$ cat config.mk
export PLATFORM = sky130hd
export DESIGN_NAME = cmp_timer
export DESIGN_NICKNAME = d
export VERILOG_FILES = /design/src/rtl/ct_pkg.sv /design/src/rtl/ct_regs.sv /design/src/rtl/ct_count.sv /design/src/rtl/ct_chan.sv /design/src/rtl/cmp_timer.sv
export SDC_FILE = /design/constraint.sdc
export NUM_CORES = 1
export LEC_CHECK = 0
export BUFFER_PORTS_ARGS = -buffer_cell sky130_fd_sc_hd__buf_2
export CORE_MARGIN = 2
export CORE_UTILIZATION = 45
export DETAILED_ROUTE_END_ITERATION = 6
export SLEW_MARGIN = 20
export SYNTH_ARGS = -nofsm -noshare
export SYNTH_HDL_FRONTEND = slang
export SYNTH_HIERARCHICAL = 1
export SYNTH_SLANG_ARGS = --single-unit
$ cat constraint.sdc
create_clock -name clk -period 6.4 [get_ports clk]
set_input_delay 0.64 -clock clk [delete_from_list [all_inputs] [get_ports clk]]
set_output_delay 0.64 -clock clk [all_outputs]
set_load 0.005 [all_outputs]
$ cat src/rtl/ct_pkg.sv
package ct_pkg;

    typedef enum logic [1:0] {
        ACT_OFF    = 2'b00,
        ACT_TOGGLE = 2'b01,
        ACT_LOW    = 2'b10,
        ACT_HIGH   = 2'b11
    } cmp_act_t;

    typedef enum logic {
        ST_STOP = 1'b0,
        ST_RUN  = 1'b1
    } run_state_t;

    localparam int ADDR_W = 3;
    localparam int NUM_CH = 2;

    localparam logic [ADDR_W-1:0] A_CTRLA  = 3'd0;
    localparam logic [ADDR_W-1:0] A_CTRLB  = 3'd1;
    localparam logic [ADDR_W-1:0] A_CMPA_L = 3'd2;
    localparam logic [ADDR_W-1:0] A_CMPA_H = 3'd3;
    localparam logic [ADDR_W-1:0] A_CMPB_L = 3'd4;
    localparam logic [ADDR_W-1:0] A_CMPB_H = 3'd5;
    localparam logic [ADDR_W-1:0] A_CNT_L  = 3'd6;
    localparam logic [ADDR_W-1:0] A_CNT_H  = 3'd7;

endpackage

$ cat src/rtl/ct_regs.sv
module ct_regs
    import ct_pkg::*;
#(
    parameter int DATA_W = 8,
    localparam int CNT_W = 2 * DATA_W
) (
    input  logic              clk,
    input  logic              rst_n,
    input  logic              wr_en,
    input  logic [ADDR_W-1:0] wr_addr,
    input  logic [DATA_W-1:0] wr_data,
    input  logic [ADDR_W-1:0] rd_addr,
    output logic [DATA_W-1:0] rd_data,
    input  logic [CNT_W-1:0]  cnt,
    output cmp_act_t          mode_a,
    output cmp_act_t          mode_b,
    output logic              pwm_en,
    output logic              ctc_en,
    output logic [2:0]        clk_sel,
    output logic [CNT_W-1:0]  cmp_a,
    output logic [CNT_W-1:0]  cmp_b,
    output logic              cnt_wr_lo,
    output logic              cnt_wr_hi
);

    // Write side: one byte lane per address
    always_ff @(posedge clk) begin
        if (!rst_n) begin
            mode_a  <= ACT_OFF;
            mode_b  <= ACT_OFF;
            pwm_en  <= 1'b0;
            ctc_en  <= 1'b0;
            clk_sel <= 3'b000;
            cmp_a   <= '0;
            cmp_b   <= '0;
        end else if (wr_en) begin
            unique case (wr_addr)
                A_CTRLA: begin
                    mode_a <= cmp_act_t'(wr_data[7:6]);
                    mode_b <= cmp_act_t'(wr_data[5:4]);
                    pwm_en <= wr_data[0];
                end
                A_CTRLB: begin
                    ctc_en  <= wr_data[3];
                    clk_sel <= wr_data[2:0];
                end
                A_CMPA_L: cmp_a[DATA_W-1:0]     <= wr_data;
                A_CMPA_H: cmp_a[CNT_W-1:DATA_W] <= wr_data;
                A_CMPB_L: cmp_b[DATA_W-1:0]     <= wr_data;
                A_CMPB_H: cmp_b[CNT_W-1:DATA_W] <= wr_data;
                A_CNT_L, A_CNT_H: ;
            endcase
        end
    end

    // Counter bytes live in the counter module; only strobes leave here
    always_comb begin
        cnt_wr_lo = wr_en && (wr_addr == A_CNT_L);
        cnt_wr_hi = wr_en && (wr_addr == A_CNT_H);
    end

    // Read side: reserved bits are constant zero
    always_comb begin
        rd_data = '0;
        unique case (rd_addr)
            A_CTRLA: begin
                rd_data[7:6] = mode_a;
                rd_data[5:4] = mode_b;
                rd_data[0]   = pwm_en;
            end
            A_CTRLB: begin
                rd_data[3]   = ctc_en;
                rd_data[2:0] = clk_sel;
            end
            A_CMPA_L: rd_data = cmp_a[DATA_W-1:0];
            A_CMPA_H: rd_data = cmp_a[CNT_W-1:DATA_W];
            A_CMPB_L: rd_data = cmp_b[DATA_W-1:0];
            A_CMPB_H: rd_data = cmp_b[CNT_W-1:DATA_W];
            A_CNT_L:  rd_data = cnt[DATA_W-1:0];
            A_CNT_H:  rd_data = cnt[CNT_W-1:DATA_W];
        endcase
    end

endmodule

$ cat src/rtl/ct_count.sv
module ct_count
    import ct_pkg::*;
#(
    parameter int DATA_W = 8,
    localparam int CNT_W = 2 * DATA_W
) (
    input  logic              clk,
    input  logic              rst_n,
    input  logic              tick,
    input  logic [2:0]        clk_sel,
    input  logic              ctc_en,
    input  logic [CNT_W-1:0]  cmp_a,
    input  logic [CNT_W-1:0]  cmp_b,
    input  logic              cnt_wr_lo,
    input  logic              cnt_wr_hi,
    input  logic [DATA_W-1:0] wr_byte,
    output logic [CNT_W-1:0]  cnt,
    output logic [NUM_CH-1:0] hit,
    output run_state_t        run_state
);

    run_state_t run_next;
    logic       adv;

    // State register
    always_ff @(posedge clk) begin
        if (!rst_n) run_state <= ST_STOP;
        else        run_state <= run_next;
    end

    // Transitions: START when a clock source is picked, HALT when none is
    always_comb begin
        run_next = run_state;
        unique case (run_state)
            ST_STOP: if (clk_sel != 3'b000) run_next = ST_RUN;
            ST_RUN:  if (clk_sel == 3'b000) run_next = ST_STOP;
        endcase
    end

    // Outputs of the state machine
    always_comb begin
        adv    = (run_state == ST_RUN) && tick;
        hit[0] = adv && (cnt == cmp_a);
        hit[1] = adv && (cnt == cmp_b);
    end

    always_ff @(posedge clk) begin
        if (!rst_n) begin
            cnt <= '0;
        end else if (cnt_wr_lo || cnt_wr_hi) begin
            if (cnt_wr_lo) cnt[DATA_W-1:0]     <= wr_byte;
            if (cnt_wr_hi) cnt[CNT_W-1:DATA_W] <= wr_byte;
        end else if (adv) begin
            if (ctc_en && hit[0]) cnt <= '0;
            else                  cnt <= cnt + 1'b1;
        end
    end

endmodule

$ cat src/rtl/ct_chan.sv
module ct_chan
    import ct_pkg::*;
(
    input  logic     clk,
    input  logic     rst_n,
    input  logic     hit,
    input  cmp_act_t mode,
    input  logic     pwm_en,
    output logic     line,
    output logic     flag
);

    logic line_next;

    always_comb begin
        line_next = line;
        if (hit && !pwm_en) begin
            unique case (mode)
                ACT_OFF:    line_next = line;
                ACT_TOGGLE: line_next = ~line;
                ACT_LOW:    line_next = 1'b0;
                ACT_HIGH:   line_next = 1'b1;
            endcase
        end
    end

    always_ff @(posedge clk) begin
        if (!rst_n) begin
            line <= 1'b0;
            flag <= 1'b0;
        end else begin
            line <= line_next;
            flag <= hit;
        end
    end

endmodule

$ cat src/rtl/cmp_timer.sv
module cmp_timer
    import ct_pkg::*;
#(
    parameter int DATA_W = 8,
    localparam int CNT_W = 2 * DATA_W
) (
    input  logic              clk,
    input  logic              rst_n,
    input  logic              tick,
    input  logic              wr_en,
    input  logic [ADDR_W-1:0] wr_addr,
    input  logic [DATA_W-1:0] wr_data,
    input  logic [ADDR_W-1:0] rd_addr,
    output logic [DATA_W-1:0] rd_data,
    output logic              oc_a,
    output logic              oc_b,
    output logic              match_a,
    output logic              match_b
);

    cmp_act_t           mode_a, mode_b;
    logic               pwm_en, ctc_en;
    logic [2:0]         clk_sel;
    logic [CNT_W-1:0]   cmp_a, cmp_b, cnt;
    logic               cnt_wr_lo, cnt_wr_hi;
    logic [NUM_CH-1:0]  hit;
    run_state_t         run_state;
    cmp_act_t           mode_v [NUM_CH];
    logic [NUM_CH-1:0]  line_v, flag_v;

    ct_regs #(.DATA_W(DATA_W)) u_regs (
        .clk(clk), .rst_n(rst_n), .wr_en(wr_en), .wr_addr(wr_addr),
        .wr_data(wr_data), .rd_addr(rd_addr), .rd_data(rd_data), .cnt(cnt),
        .mode_a(mode_a), .mode_b(mode_b), .pwm_en(pwm_en), .ctc_en(ctc_en),
        .clk_sel(clk_sel), .cmp_a(cmp_a), .cmp_b(cmp_b),
        .cnt_wr_lo(cnt_wr_lo), .cnt_wr_hi(cnt_wr_hi)
    );

    ct_count #(.DATA_W(DATA_W)) u_count (
        .clk(clk), .rst_n(rst_n), .tick(tick), .clk_sel(clk_sel),
        .ctc_en(ctc_en), .cmp_a(cmp_a), .cmp_b(cmp_b),
        .cnt_wr_lo(cnt_wr_lo), .cnt_wr_hi(cnt_wr_hi), .wr_byte(wr_data),
        .cnt(cnt), .hit(hit), .run_state(run_state)
    );

    assign mode_v[0] = mode_a;
    assign mode_v[1] = mode_b;

    for (genvar g = 0; g < NUM_CH; g++) begin : g_ch
        ct_chan u_chan (
            .clk(clk), .rst_n(rst_n), .hit(hit[g]), .mode(mode_v[g]),
            .pwm_en(pwm_en), .line(line_v[g]), .flag(flag_v[g])
        );
    end

    assign oc_a    = line_v[0];
    assign oc_b    = line_v[1];
    assign match_a = flag_v[0];
    assign match_b = flag_v[1];

endmodule

==> metrics.cfg <==
[route]
wl_microns = 10800
drc = 0
firstDrtPassIters = 5
drt_iter0_drc = 270
drtAntennaViolNets = 0
avgRoutedWirePerCell_microns = 19.5
vias_per_cell = 5.87
vias = 3269

[cts]
holdBufCountCts = 0
post_cts_buffers = 0
cts_sinks = 62
cts_inserted_buffers = 9
cts_root_buffer = clkbuf_8
clockBufferDepth = 2
path_clk_slew_ns = 0.07
cts_max_level = 3
cts_resized = 0
insertion_delay_ns = 0.35
cts_tree = yes

[yosys]
seq_area_frac_synth_pct = 32.6
netlist_area_sq_mm = 0.00381
synth-seq-cells = 62
syn_area_per_cell_sq_um = 8.63
netlist_instances = 441
synth_top_area_share_pct = 32.6
synth_warnings = 6
synthDistinctLibCells = 56
synthArstFlopShare_pct = 0
yosysTopAreaCell = dfxtp_1
synthTopCellsByArea = dfxtp_1, mux2i_1, nand2_1, xor2_1, nor2b_1
synth-main-ff-cell = dfxtp_1
synth_edf_count = 0
syn-num-nets = 460

[sta]
slew_headroom_pct = 36.7
rsz0062_at_grt = no
min_period_over_period_pct = 42.1
setup_viol_count_final = 0
fmax_mhz = 371
max_slew.worst_pin.slew_ns = 0.936
hold_violations = 0
final_max_slew_viol_count = 0
fin_skew_ns = 0.00977
min_period_ns = 2.70
fin_setup_tns_ns = 0
whs_ns = 0.499

[setup_path]
arrival_ns = 2.90
critical_path_required_ns = 6.61
end_kind = register
worstPathMaxFanout = 11
startpoint_type = register
critPathBufInv = 0
worst_path_largest_cell_delay_ns = 0.53
cp_top_family = simple AND/OR/NAND/NOR gates
r2r_slack_ns = 3.70
crit_type = reg -> reg
path_cells = xor2_1, or4_1, nor4_2, nand3_1, o311ai_2, o22ai_1
cp_slowest_cell = or4_1

[outcome]
status = complete, no violations

[worst_hold_path]
hp-class = reg -> reg

[floorplan]
io_pins = 30
initial_utilization_pct = 46.3
rows = 33
dieHeight_microns = 96.0
coreArea_sq_mm = 0.00822
fp.dieArea_sq_mm = 0.00921
die_x_microns = 96.0

[grt]
antenna_found_initial = 0
grt_pass1_wl_microns = 17100
grt_overflow = 0
grt_max_degree = 62
grt_pass1_vias = 3051
grtUsageTotal_pct = 25.2

[pwr]
p_leak_nw = 1.55
max-vdd-ir-drop_mv = 0.109
pwr_density_cell_mw_per_mm2 = 210

[final_layout]
finalInstanceArea_sq_mm = 0.00411
final_common_cell = dfxtp_1
final_nets = 467
antenna_cells = 0
drive_gt1_share_pct = 14.6
fin_cells = 557
syn_to_final_growth_pct = 7.92
final_cell_mix = dfxtp_1, nand2_1, nor2b_1, buf_2, mux2i_1

[run]
drv_cap = 0

[place]
io_buffers = 29
gp_congestion = 0.878
placedInstanceArea_sq_mm = 0.00392
dpl.hpwl_microns = 7560
post-place-cells = 542

cell type report:
class                           instances  area (sq um)
Multi-Input combinational cell        339          2360
Clock buffer                           11           141
Clock inverter                          4          47.5
Timing Repair Buffer                   32           168
Tap cell                              105           131
Fill cell                             820          4110
Sequential cell                        62          1240
Inverter                                4          15.0
routing by layer:
| layer | routed length (microns) | vias up | GRT usage [%] |
|---|---|---|---|
| met5 | 0 | - | 0 |
| li1 | - | 1574 | - |
| met3 | 613 | 9 | 5.01 |
| met4 | 82 | 0 | 6.19 |
| met1 | 5160 | 1578 | 35.5 |
| met2 | 4990 | 108 | 39.6 |
flip-flops by register name (all words and copies together), names as in the netlist:
signal and cells:
u_regs/ctc_en 1, g_ch.u_chan/line 2, u_count/cnt 16, u_regs/mode_a 2
u_regs/clk_sel 3, u_regs/cmp_b 16, g_ch.u_chan/flag 2, u_regs/pwm_en 1
u_count/run_state 1, u_regs/cmp_a 16, u_regs/mode_b 2
Yosys cell counts (all sizes together), types with 10 or more instances:
cell type,instances
buf,15
clkbuf,21
nor2b,30
a21boi,19
mux2i,29
nor2,20
o21ai,17
nand2,59
nand3,13
dfxtp,62
a21oi,10
xor2,25
worst paths after layout:
path / startpoint / end / depth (start not counted)
worst max-delay path: u_count/cnt[12] / u_count/cnt[6] / 6
worst max register to register: u_count/cnt[12] / u_count/cnt[6] / 6
worst min register to register: u_regs/cmp_b[9] / u_regs/cmp_b[9] / 2
worst min-delay path: u_regs/cmp_b[9] / u_regs/cmp_b[9] / 2
cell families (layout without fill, tap and decap cells):
group | count (synthesis) | in the layout | share of synthesized area (%)
adder cells (fa/ha/maj) | 1 | 1 | 0.329
XOR/XNOR | 34 | 34 | 7.82
multiplexers | 39 | 39 | 12.2
AO/OA/AOI/OAI | 83 | 83 | 15.4
flip-flops | 62 | 62 | 32.6
buffers and inverters | 40 | 51 | 5.46
AND/OR/NAND/NOR | 182 | 182 | 26.3
metrics by stage:
stage / power (mW) / utilization, % / worst slack (ns)
finish: 0.861 / 50.0 / 3.70
global route: 0.896 / 50.0 / 3.51
CTS: 0.866 / 50.0 / 3.74
detailed placement: 0.525 / 47.7 / 3.54
global placement: 0.524 / 47.7 / 3.66
floorplan: 0.491 / - / 4.03
tightest hold or removal path, delay by kind of cell, from the launching register on:
kind            cells  cell delay, ns
flops               1            0.33
compound gates      1            0.07
simple gates        1            0.06
power breakdown:
part,internal [mW],switching [mW],leakage (nW)
sequential,0.396,0.0168,0.502
combinational,0.0439,0.0621,0.951
clock,0.187,0.155,0.0952
total,0.627,0.234,1.55
Power figures use the tool's default switching activity.
